<file path="config.mk">
export PLATFORM = sky130hd
export DESIGN_NAME = xcvr9_top
export DESIGN_NICKNAME = d
export VERILOG_FILES = /design/src/rtl/xcvr9_pkg.sv /design/src/rtl/xcvr9_mode_dec.sv /design/src/rtl/xcvr9_stage.sv /design/src/rtl/xcvr9_b_drv.sv /design/src/rtl/xcvr9_top.sv
export SDC_FILE = /design/constraint.sdc
export NUM_CORES = 1
export LEC_CHECK = 0
export BUFFER_PORTS_ARGS = -buffer_cell sky130_fd_sc_hd__buf_2
export CORE_UTILIZATION = 40
export CTS_CLUSTER_SIZE = 20
export DETAILED_ROUTE_END_ITERATION = 10
export PLACE_DENSITY = 0.67
export SYNTH_ARGS = -nofsm -noshare
export SYNTH_HDL_FRONTEND = slang
export SYNTH_SLANG_ARGS = --single-unit
</file>
<file path="constraint.sdc">
create_clock -name clk -period 1.6 [get_ports clk]
set_input_delay 0.08 -clock clk [delete_from_list [all_inputs] [get_ports clk]]
set_output_delay 0.08 -clock clk [all_outputs]
set_load 0.05 [all_outputs]
</file>
<file path="src/rtl/xcvr9_pkg.sv">
package xcvr9_pkg;

  typedef enum logic [1:0] {
    ELEM_PASS  = 2'd0,
    ELEM_LATCH = 2'd1,
    ELEM_REG   = 2'd2
  } elem_kind_e;

  localparam logic [1:0] SEL_LATCH_BOTH = 2'b00;
  localparam logic [1:0] SEL_REG_BOTH   = 2'b01;
  localparam logic [1:0] SEL_PASS_BOTH  = 2'b10;
  localparam logic [1:0] SEL_SPLIT      = 2'b11;

  // element kind of the path toward the backplane
  function automatic elem_kind_e kind_fwd(input logic [1:0] sel);
    case (sel)
      SEL_PASS_BOTH: kind_fwd = ELEM_PASS;
      SEL_REG_BOTH:  kind_fwd = ELEM_REG;
      SEL_SPLIT:     kind_fwd = ELEM_REG;
      default:       kind_fwd = ELEM_LATCH;
    endcase
  endfunction

  // element kind of the path toward the logic side
  function automatic elem_kind_e kind_rev(input logic [1:0] sel);
    case (sel)
      SEL_PASS_BOTH: kind_rev = ELEM_PASS;
      SEL_REG_BOTH:  kind_rev = ELEM_REG;
      default:       kind_rev = ELEM_LATCH;
    endcase
  endfunction

  // backplane drivers active only for the one legal enable pair
  function automatic logic b_enable(input logic hi, input logic lo_n, input logic rst);
    b_enable = hi & ~lo_n & ~rst;
  endfunction

endpackage

</file>
<file path="src/rtl/xcvr9_mode_dec.sv">
module xcvr9_mode_dec
  import xcvr9_pkg::*;
(
  input  logic [1:0] mode_sel,
  output elem_kind_e fwd_kind,
  output elem_kind_e rev_kind
);

  always_comb begin
    fwd_kind = kind_fwd(mode_sel);
    rev_kind = kind_rev(mode_sel);
  end

endmodule

</file>
<file path="src/rtl/xcvr9_stage.sv">
module xcvr9_stage
  import xcvr9_pkg::*;
#(
  parameter int W = 9
) (
  input  logic         clk,
  input  logic         rst,
  input  elem_kind_e   kind,
  input  logic         strobe,
  input  logic [W-1:0] din,
  output logic [W-1:0] dout,
  output logic [W-1:0] held,
  output logic         cap_evt,
  output logic         load_evt
);

  logic strobe_q;
  logic rise;

  assign rise     = strobe & ~strobe_q;
  assign cap_evt  = rise && (kind == ELEM_REG);
  assign load_evt = cap_evt || ((kind == ELEM_LATCH) && !strobe);

  always_ff @(posedge clk) begin
    if (rst) begin
      held     <= '0;
      strobe_q <= 1'b1;   // a strobe high at reset exit is not an edge
    end else begin
      strobe_q <= strobe;
      if (load_evt) held <= din;
    end
  end

  always_comb begin
    case (kind)
      ELEM_PASS:  dout = ~din;
      ELEM_LATCH: dout = strobe ? ~held : ~din;
      default:    dout = ~held;
    endcase
  end

endmodule

</file>
<file path="src/rtl/xcvr9_b_drv.sv">
module xcvr9_b_drv #(
  parameter int W = 9
) (
  input  logic         drv_en,
  input  logic [W-1:0] data,
  output logic [W-1:0] pull
);

  // open collector: a bit sinks current only for a driven zero
  for (genvar i = 0; i < W; i++) begin : g_bit
    assign pull[i] = drv_en & ~data[i];
  end

endmodule

</file>
<file path="src/rtl/xcvr9_top.sv">
module xcvr9_top
  import xcvr9_pkg::*;
#(
  parameter int W = 9
) (
  input  logic         clk,
  input  logic         rst,
  input  logic [1:0]   mode_sel,
  input  logic         fwd_strobe,
  input  logic         rev_strobe,
  input  logic [W-1:0] a_in,
  output logic [W-1:0] a_data,
  input  logic         a_oe_req,
  output logic         a_oe,
  input  logic [W-1:0] b_in,
  output logic [W-1:0] b_pull,
  input  logic         b_en_hi,
  input  logic         b_en_lo_n
);

  elem_kind_e   fwd_kind, rev_kind;
  logic [W-1:0] fwd_out, fwd_held, rev_held;
  logic         fwd_cap, rev_cap, fwd_load, rev_load;
  logic         b_drv_en;

  xcvr9_mode_dec u_dec (
    .mode_sel (mode_sel),
    .fwd_kind (fwd_kind),
    .rev_kind (rev_kind)
  );

  xcvr9_stage #(.W(W)) u_fwd (
    .clk      (clk),
    .rst      (rst),
    .kind     (fwd_kind),
    .strobe   (fwd_strobe),
    .din      (a_in),
    .dout     (fwd_out),
    .held     (fwd_held),
    .cap_evt  (fwd_cap),
    .load_evt (fwd_load)
  );

  xcvr9_stage #(.W(W)) u_rev (
    .clk      (clk),
    .rst      (rst),
    .kind     (rev_kind),
    .strobe   (rev_strobe),
    .din      (b_in),
    .dout     (a_data),
    .held     (rev_held),
    .cap_evt  (rev_cap),
    .load_evt (rev_load)
  );

  assign b_drv_en = b_enable(b_en_hi, b_en_lo_n, rst);
  assign a_oe     = a_oe_req;

  xcvr9_b_drv #(.W(W)) u_bdrv (
    .drv_en (b_drv_en),
    .data   (fwd_out),
    .pull   (b_pull)
  );

endmodule

</file>
# ---- After elaboration in Yosys (flattened, before gate mapping)
# Index checks and enable logic that the tools add are counted.
# W data, S select, Z words.
dict set report totals {
  ff_bits 20
  latch_bits 0
  ram_bits 0
  mem_bits_ro 0
  inputBits 27
  output_inout_bits 19
  elab_cells 58
  n_memories 0
}
dict set report op_classes {
  addsub 0
  mul 0
  n_div 0
  order_cmp 0
  n_eq_ne 7
  shifts 0
  n_mux 6
  n_bitwise 30
  reduce_logical 11
}
# op count
set op_table {}
lappend op_table {{$not A9 Y9} 4}
lappend op_table {{$pmux W9 S2} 2}
lappend op_table {{$mux W9} 2}
lappend op_table {{$and A1 B1 Y1} 13}
lappend op_table {{$not A1 Y1} 13}
lappend op_table {{$eq A2 B2 Y1 const B} 4}
lappend op_table {{$pmux W2 S2} 2}
lappend op_table {{$eq A2 B1 Y1 const B} 3}
lappend op_table {{$logic_and A1 B1 Y1} 4}
lappend op_table {{$logic_not A2 Y1} 2}
lappend op_table {{$logic_not A1 Y1} 2}
lappend op_table {{$logic_or A1 B1 Y1} 2}
lappend op_table {{$reduce_or A2 Y1} 1}

# ---- Depth between registers and ports, before layout
# Gate-level depths: netlist of the first run.
dict set report logic_depth {
  depth_word 7
  mapped_depth 6
  ltp_nobuf 5
}

# ---- Modules after synthesis
# Synthesis of the first run repeated with hierarchy kept, for this count alone.
dict set report hier_totals {
  hier_cells 128
  area_unflattened_um2 1270.0
}
# module n_inst cells_each area_per_inst_um2 seq_area_each_um2
set by_module_without_submodules {}
lappend by_module_without_submodules {xcvr9_stage 2 55 569.3 200.2}
lappend by_module_without_submodules {xcvr9_b_drv 1 9 56.3 0.0}
lappend by_module_without_submodules {xcvr9_mode_dec 1 7 55.1 0.0}
lappend by_module_without_submodules {xcvr9_top 1 2 20.0 0.0}

# ---- Least setup slack after synthesis of the first run
# Ideal clock, no wire load.
dict set report synth_timing {
  path_kind {input-to-output}
  from {in mode_sel[0]}
  to {out a_data[0]}
  arrival_time_ns 1.543
  t_required_ns 1.520
  slack_ns -0.023
  stages 5
  path_buffers 0
  cell_sequence {inv_1 > ha_1 > nor2_1 > o21bai_1 > o22ai_1}
}
dict set report synth_via {
  elab_chain_len 4
  word_cells_on_any_way 6
  cone_classes {eq/ne (3); mux (2); reduce/logical (1)}
}
# item line
set synth_rtl {}
lappend synth_rtl {{start, declared} xcvr9_top.sv:8} ;# input logic [1:0] mode_sel,
lappend synth_rtl {{$eq A2 B1 Y1 or $eq A2 B2 Y1 (tied branches)} xcvr9_pkg.sv:26} ;# case (sel)
lappend synth_rtl {{$pmux W2 S2 *} xcvr9_pkg.sv:26}
lappend synth_rtl {{$eq A2 B1 Y1 or $logic_not A2 Y1 (tied branches)} xcvr9_stage.sv:35} ;# case (kind)
lappend synth_rtl {{$pmux W9 S2 *} xcvr9_stage.sv:35}
lappend synth_rtl {{end, declared} xcvr9_top.sv:12} ;# output logic [W-1:0] a_data,
# Mark *: on every way between the ends. The rest lies on a longest branch, timed or not.

# ---- Worst setup path after layout of the first run
dict set report layout_timing {
  from {in mode_sel[1]}
  to {out b_pull[6]}
}
dict set report layout_via {
  elab_chain_len 7
  word_cells_on_any_way 10
  cone_classes {eq/ne (4); mux (2); bitwise (2); reduce/logical (2)}
}
# item line
set layout_rtl {}
lappend layout_rtl {{$eq A2 B2 Y1 or $eq A2 B1 Y1 (tied branches)} xcvr9_pkg.sv:16} ;# case (sel)
lappend layout_rtl {{$reduce_or A2 Y1 (no source line)} n/a}
lappend layout_rtl {{$pmux W2 S2 *} xcvr9_pkg.sv:16}
lappend layout_rtl {{$eq A2 B1 Y1 or $logic_not A2 Y1 (tied branches)} xcvr9_stage.sv:35}
lappend layout_rtl {{$pmux W9 S2 *} xcvr9_stage.sv:35}
lappend layout_rtl {{$not A1 Y1 *} xcvr9_b_drv.sv:11} ;# assign pull[i] = drv_en & ~data[i];
lappend layout_rtl {{$and A1 B1 Y1 *} xcvr9_b_drv.sv:11}
lappend layout_rtl {{end, declared} xcvr9_top.sv:16} ;# output logic [W-1:0] b_pull,
# Marks and branches as above.

==> impl_metrics.json, run 1 <==
{
  "die_y_um": 58.2,
  "whs_path_depth": 3,
  "cp.required_ps": 1520,
  "ys_warn_count": 0,
  "numCtsBuffers": 3,
  "finalWorstSetupSlack_ps": 107,
  "h-tree-depth": 1,
  "cp.arrival_ps": 1410,
  "synth_area_leaders": "dfxtp_1 (32%), nand2b_1 (9.4%), o221a_2 (8.0%), mux2i_1 (7.1%), nand4b_1 (6.2%)",
  "place_area_sq_mm": 0.00156,
  "synth_edf_count": 0,
  "postSynthCellCount": 137,
  "max-slew-margin-rel_pct": 72.5,
  "grt_setup_unrepaired": "no",
  "cts-root-buf": "clkbuf_4",
  "worst_path_largest_cell_delay_ps": 240,
  "grt_max_degree": 30,
  "path_cells": "buf_2 -> inv_1 -> ha_2 -> nand2b_1 -> and2_1 -> buf_4 -> o221a_2 -> buf_2",
  "yosysUniqueCellTypes": 23,
  "crit_type": "in -> out",
  "drcViolationCount": 0,
  "finalInstanceArea_sq_mm": 0.00161,
  "cts_tree": "done",
  "synth_top_area_share_pct": 31.7,
  "antenna_found_initial": 0,
  "clk_latency_ps": 300,
  "leakage_nw": 0.716,
  "min_period_ps": 1490,
  "timing.final.crit_share_pct": 93.3,
  "synth_top_flop_cell": "dfxtp_1",
  "clockBufferDepth": 2,
  "status": "finished, final reports clean",
  "crit_fanout": 6,
  "antenna_cells": 0,
  "timing.fmax_ghz": 0.670,
  "cap_violations": 0,
  "crit_path_frequent_cell": "buf_2",
  "crit_family": "buffers and inverters",
  "crit_cells": 8,
  "ir_drop_v": 0.000338,
  "antenna_left": 0,
  "clock_sinks": 20,
  "worst-r2r-cell-count": 3,
  "cpMaxStageDelayCell": "o221a_2",
  "syn-num-nets": 169,
  "p_per_area_mw_per_mm2": 782,
  "wl_per_cell_um": 13.5,
  "synth_area_leader_cell": "dfxtp_1",
  "maxSlewViolCount": 0,
  "yosysMostFrequentCell": "dfxtp_1",
  "fp.dieW_um": 58.2,
  "syn-cell-area_sq_mm": 0.00126,
  "drt_first_pass_iters": 5,
  "synthTopCellsByCount": "dfxtp_1 (20), nand2b_1 (19), a31oi_1 (10)",
  "setup_violations": 0,
  "syn_avg_cell_area_sq_um": 9.23,
  "startpoint_type": "input pin",
  "hold_viol_final": 0,
  "globalplace.congestion": 0.799,
  "worst_pin_slew_ps": 413,
  "power_mw": 1.26,
  "final.setup.tns_ps": 0,
  "n_fill_cell": 304,
  "die_area_sq_mm": 0.00339,
  "start_util_pct": 41.8,
  "clock-skew-final_ps": 2.36,
  "async_reset_ff_share_pct": 0,
  "via_count": 1249,
  "vias_per_cell": 5.50,
  "area_growth_pct": 27.5,
  "nets": 216,
  "core_area_sq_mm": 0.00303,
  "fin_util_pct": 53.3,
  "pre_cts_ws_ps": -11.7,
  "pin_count": 46,
  "drt-total-wl_um": 3070,
  "hold_path.class": "in -> reg",
  "grt.overflow.total": 0,
  "cp-end-kind": "primary output",
  "rows": 20,
  "grt_pass1_vias": 1064,
  "drive_above_1_share_pct": 39.3,
  "ys_ff_latch": 20,
  "grt_pass1_wl_um": 4780,
  "io_buffers": 43,
  "clk_pin_slew_ps": 120,
  "drt_iter0_drc": 35,
  "ys_seq_area_share_pct": 31.7,
  "dpl.hpwl_um": 2250,
  "crit_buf_inv": 4,
  "grt_usage_pct": 18.2
}
placed cells by master, fill, tap and decap left out, drive strengths merged:
cell type	Yosys	layout
a21oi	1	1
a31oi	10	10
and2	1	1
buf	8	54
clkbuf	5	4
dfxtp	20	20
dlygate4sd3	0	1
ha	5	5
inv	5	5
mux2i	9	9
nand2b	19	19
nand3b	9	9
nand4b	9	9
nor2	2	2
nor3b	1	1
o211ai	9	9
o21ai	1	1
o21ba	1	1
o21bai	1	1
o221a	9	9
o22ai	9	9
or2	2	2
or3b	1	1
state kept, by name, indices dropped and copies added, names as in the netlist:
name	count
u_fwd.strobe_q	1
u_rev.held	9
u_fwd.held	9
u_rev.strobe_q	1
per-layer routing:
metal  track usage, %  vias to the layer above  part of all wire (%)
li1                 -                      616                     -
met1             25.4                      596                    47
met2             29.7                       33                    49
met3             1.34                        4                   3.4
met4             5.78                        0                  0.95
met5                0                        -                     0
path summary, 6_finish.rpt:
path / slack (ps) / start / end
max: 110 / mode_sel[1] / b_pull[6]
min: 30 / b_in[4] / u_rev.held[4]$_SDFFE_PP0P_
max reg2reg: 280 / u_fwd.strobe_q$_SDFF_PP1_ / u_fwd.held[6]$_SDFFE_PP0P_
min reg2reg: 490 / u_rev.held[7]$_SDFFE_PP0P_ / u_rev.held[7]$_SDFFE_PP0P_
repair_timing:
item | CTS | global route
setup buffers | 0 | 0
endpoints found under the setup margin | 6 | 12
endpoints found under the hold margin | 1 | 0
gates resized for setup | 1 | 2
hold buffers | 1 | 0
report_power, final:
part           internal [mW]  leakage, nW  switching [mW]
sequential             0.526        0.164          0.0153
clock                  0.139       0.0210           0.163
combinational          0.146        0.531           0.272
tightest hold or removal path: cells and delay by family:
kind	cells	cell delay (ps)
AND/OR/NAND/NOR	1	60
buffers and inverters	1	110
multiplexers	1	50
cell families after synthesis:
family | Yosys count | synth area share (%)
and+or+nand+nor | 44 | 24.7
AOI/OAI and AO/OA | 41 | 25.2
DFF | 20 | 31.7
buffers and inverters | 18 | 6.33
muxes | 9 | 7.12
adders and majority gates | 5 | 4.95
metrics by stage:
step,instances,hold WS (ps)
floorplan,137,180
global placement,222,161
detailed placement,222,161
CTS,227,31.4
global route,227,35.3
finish,227,31.9
layout make-up:
type	instances	area [sq um]	area share, %
multi-input cells	99	795	49.3
clock buffers	4	36.3	2.25
repair buffers	55	308	19.1
flip-flops and latches	20	400	24.8
well taps	44	55.1	3.41
inverters	5	18.8	1.16
(Power assumes the default switching activity.)
==> run 2: changes to the inputs <==
CORE_UTILIZATION = 30   (was 40)
PLACE_DENSITY = default   (was 0.67)
==> run 2 against run 1 <==
  * Global-route usage fell by 4.0 points
  * Final cell count rose by 2.6%
  * Sequential cell count did not move
  * Worst setup slack improved by 7.9 ps
  * Largest cell class unchanged
  * Design area rose by 2.1%
  * Register-to-register slack improved by 60 ps
  * Critical endpoint is now b_pull[8]
  * Worst hold slack improved by 48 ps
  * Sequential share of layout area fell by 0.51 points
  * Critical path depth did not move
  * Sequential power barely moved
  * Combinational power rose by 1%
==> impl_metrics.json, run 2 (same netlist as run 1, synthesis figures left out) <==
{
  "cp.arrival_ps": 1400,
  "antenna_cells": 0,
  "antenna_found_initial": 0,
  "cap_violations": 0,
  "clock_sinks": 20,
  "ir_drop_v": 0.000381,
  "hold_viol_final": 0,
  "finalWorstSetupSlack_ps": 115,
  "pin_count": 46,
  "cp.required_ps": 1520,
  "via_count": 1214,
  "nets": 216,
  "grt_setup_unrepaired": "no",
  "die_area_sq_mm": 0.00448,
  "r2r-end": "u_fwd.held[4]$_SDFFE_PP0P_",
  "drt-total-wl_um": 3150,
  "post-cts-setup-buffers": 0,
  "globalplace.congestion": 0.735,
  "grt_pass1_vias": 1047,
  "whs_path_depth": 3,
  "crit_fanout": 9,
  "numCtsBuffers": 3,
  "pre_cts_ws_ps": -37.9,
  "h-tree-depth": 1,
  "vias_per_cell": 5.21,
  "grt_max_degree": 30,
  "drt_first_pass_iters": 4,
  "p_per_area_mw_per_mm2": 822,
  "area_growth_pct": 30.2,
  "drt_iter0_drc": 35,
  "cts-root-buf": "clkbuf_8",
  "fin_util_pct": 40.9,
  "min_period_ps": 1480,
  "timing.final.crit_share_pct": 92.8,
  "rows": 23,
  "clock-skew-final_ps": 1.27,
  "drcViolationCount": 0,
  "io_buffers": 43,
  "hold_path.class": "in -> reg",
  "status": "finished, final reports clean",
  "top_regs": "u_fwd.held (9), u_rev.held (9)",
  "drive_above_1_share_pct": 39.3,
  "leakage_nw": 0.732,
  "clockBufferDepth": 2,
  "startpoint_type": "input pin",
  "cts_tree": "done",
  "worst-r2r-cell-count": 3,
  "clk_pin_slew_ps": 80,
  "grt.overflow.total": 0,
  "whs_endpoint": "u_rev.held[8]$_SDFFE_PP0P_",
  "timing.hold.ws_ps": 80.2,
  "fp.dieW_um": 66.9,
  "final_cell_mix": "buf_2 (43), dfxtp_1 (20), nand2b_1 (19), buf_4 (11), a31oi_1 (10)",
  "grt_usage_pct": 14.2,
  "post-place-cells": 229,
  "rr_startpoint": "u_fwd.strobe_q$_SDFF_PP1_",
  "crit_type": "in -> out",
  "finalInstanceArea_sq_mm": 0.00165,
  "clk_latency_ps": 250,
  "final_common_cell": "buf_2",
  "min-delay-start": "b_in[8]",
  "max-slew-margin-rel_pct": 70.4,
  "wl_per_cell_um": 13.5,
  "cp-end-kind": "primary output",
  "core_area_sq_mm": 0.00403,
  "grt_pass1_wl_um": 4850,
  "setup_violations": 0,
  "worst-r2r-setup-slack_ps": 340,
  "worst_pin_slew_ps": 444,
  "die_y_um": 66.9,
  "timing.fmax_ghz": 0.673,
  "final.setup.tns_ps": 0,
  "start_util_pct": 31.4,
  "final_cell_count_no_fill": 233,
  "maxSlewViolCount": 0,
  "place_area_sq_mm": 0.00158,
  "antenna_left": 0,
  "dpl.hpwl_um": 2280,
  "power_mw": 1.35
}
## run 2: what timing repair did
item                       CTS  global route
gates cloned                 0             0
setup endpoints to repair    9             9
hold buffers                 0             0
hold endpoints to repair     0             0
resized for setup            1             1
## run 2: metal layers
metal  up-vias  global-route usage (%)  routed length [um]
li1        617                       -                   -
met1       571                    19.6                1520
met2        24                    21.8                1440
met3         2                    2.05                 153
met4         0                    5.59                  38
met5         -                       0                   0
## run 2: worst max path at each step
stage / startpoint / to / slack, ps / cells past startpoint
CTS: mode_sel[1] / a_data[1] / 1 / 7
global route: mode_sel[0] / b_pull[8] / 40 / 8
floorplan: mode_sel[0] / a_data[0] / -20 / 5
global placement: mode_sel[1] / a_data[6] / -40 / 7
detailed placement: mode_sel[1] / a_data[1] / -40 / 7
finish: mode_sel[1] / b_pull[8] / 120 / 8
## run 2: critical path, cell delays in order
cell,delay [ps]
buf_2,120
inv_1,70
ha_1,220
nand2b_1,120
and2_1,200
buf_12,140
o221a_2,240
buf_2,210
## run 2: layout make-up
type | count | area [sq um]
Sequential cell | 20 | 400
Tap cell | 50 | 62.6
Inverter | 5 | 18.8
Timing Repair Buffer | 55 | 318
Clock buffer | 4 | 55.1
Multi-Input combinational cell | 99 | 792
Fill cell | 438 | 2380
## run 2: where the power goes
part	total [mW]	switching (mW)	internal [mW]
Sequential	0.540	0.0138	0.526
Combinational	0.423	0.274	0.149
Clock	0.391	0.172	0.219
Total	1.35	0.460	0.894
==> run 3: changes to the inputs <==
PLACE_DENSITY = 0.5   (was default)
==> run 3 against run 2 <==
  * Largest power group unchanged
  * Clock power decreased by 1%
  * Non-clock buffer count decreased by 2
  * Critical path depth unchanged
  * Clock-buffer cell count unchanged
  * Via count increased by 5.1%
  * Sequential power about the same
  * Sequential cell count unchanged
  * Clock skew about the same
  * Global-route usage increased by 1.9 points
  * Routed wire length increased by 7.7%
==> impl_metrics.json, run 3 (same netlist as run 1, synthesis figures left out) <==
{
  "leakage_nw": 0.720,
  "grt_max_degree": 30,
  "clk_latency_ps": 250,
  "path_cells": "buf_2 -> inv_1 -> ha_2 -> nand2b_1 -> and2_1 -> buf_12 -> o221a_2 -> buf_2",
  "power_mw": 1.35,
  "pin_count": 46,
  "antenna_left": 0,
  "crit_buf_inv": 4,
  "io_buffers": 43,
  "final_common_cell": "buf_2",
  "final_cell_count_no_fill": 231,
  "clk_pin_slew_ps": 70,
  "worst_path_largest_cell_delay_ps": 250,
  "drt-total-wl_um": 3390,
  "cp.required_ps": 1520,
  "max-slew-margin-rel_pct": 71.3,
  "cap_violations": 0,
  "grt.overflow.total": 0,
  "via_count": 1276,
  "timing.final.crit_share_pct": 93.5,
  "min_period_ps": 1500,
  "numCtsBuffers": 3,
  "vias_per_cell": 5.52,
  "die_y_um": 66.9,
  "hold_path.class": "in -> reg",
  "cp-end-kind": "primary output",
  "clockBufferDepth": 2,
  "final_cell_mix": "buf_2 (43), dfxtp_1 (20), nand2b_1 (19), a31oi_1 (10)",
  "drt_iter0_drc": 80,
  "grt_pass1_vias": 1191,
  "drt_first_pass_iters": 4,
  "finalWorstSetupSlack_ps": 104,
  "ir_drop_v": 0.000444,
  "clock_sinks": 20,
  "clock-skew-final_ps": 1.32,
  "dpl.hpwl_um": 2440,
  "drive_above_1_share_pct": 39.2,
  "grt_setup_unrepaired": "no",
  "die_area_sq_mm": 0.00448,
  "grt_pass1_wl_um": 5510,
  "hold_viol_final": 0,
  "top_regs": "u_fwd.held (9), u_rev.held (9)",
  "antenna_cells": 0,
  "pre_cts_ws_ps": -56.8,
  "status": "finished, final reports clean",
  "crit_fanout": 9,
  "drcViolationCount": 0,
  "timing.hold.ws_ps": 80.3,
  "worst_pin_slew_ps": 430,
  "grt_usage_pct": 16.1,
  "cts-root-buf": "clkbuf_8",
  "maxSlewViolCount": 0,
  "p_per_area_mw_per_mm2": 827,
  "crit_path_frequent_cell": "buf_2",
  "startpoint_type": "input pin",
  "post-place-cells": 227,
  "crit_type": "in -> out",
  "rows": 23,
  "final.setup.tns_ps": 0,
  "cp.arrival_ps": 1420,
  "h-tree-depth": 1,
  "start_util_pct": 31.4,
  "globalplace.congestion": 0.778,
  "antenna_found_initial": 0,
  "wl_per_cell_um": 14.7,
  "fp.dieW_um": 66.9,
  "timing.fmax_ghz": 0.668,
  "cts_tree": "done",
  "area_growth_pct": 29.2,
  "cpMaxStageDelayCell": "o221a_2",
  "nets": 214,
  "core_area_sq_mm": 0.00403,
  "crit_family": "buffers and inverters",
  "setup_violations": 0
}
-- run 3: cell types whose count changed in the layout (fill, tap and decap cells not counted) --
cell	delta
buf_4	-2
ha_2	+1
ha_1	-1
-- run 3: timing repair --
action,in CTS,in global routing
pin swaps,0,0
hold buffers,0,0
setup buffers,0,0
endpoints found under the setup margin,9,9
resized for setup,2,1
-- run 3: layer usage --
metal  vias up  part of all wire, %  track usage (%)
met5         -                    0                0
li1        612                    -                -
met4         0                 0.80             5.59
met3         2                  5.7             2.40
met1       622                   44             21.9
met2        40                   49             25.5
-- run 3: where the power goes --
| part | switching, mW | total [mW] | internal [mW] |
|---|---|---|---|
| combinational | 0.276 | 0.423 | 0.147 |
| sequential | 0.0144 | 0.540 | 0.526 |
| clock | 0.168 | 0.387 | 0.219 |
-- run 3: stage by stage --
step           cell area (sq um)  utilization, %
2_1_floorplan               1260               -
3_3_place_gp                1570            38.9
3_5_place_dp                1570            38.9
4_1_cts                     1630            40.5
5_1_grt                     1630            40.6
6_report                    1630            40.6
-- run 3: final cells by class --
cell class	count	area (sq um)
clock buffer	4	55.1
fill	439	2390
inverter	5	18.8
multi-input combinational	99	795
sequential	20	400
tap	50	62.6
timing repair buffer	53	303
-- run 3: path summary, 6_finish.rpt --
check                                                start                         end  slack (ps)  cells past startpoint
worst max-delay path                           mode_sel[1]                   b_pull[4]         100                      8
worst min-delay path                            rev_strobe   u_rev.strobe_q$_SDFF_PP1_          80                      2
worst max register to register   u_fwd.strobe_q$_SDFF_PP1_  u_fwd.held[8]$_SDFFE_PP0P_         340                      3
worst min register to register  u_rev.held[1]$_SDFFE_PP0P_  u_rev.held[1]$_SDFFE_PP0P_         480                      2
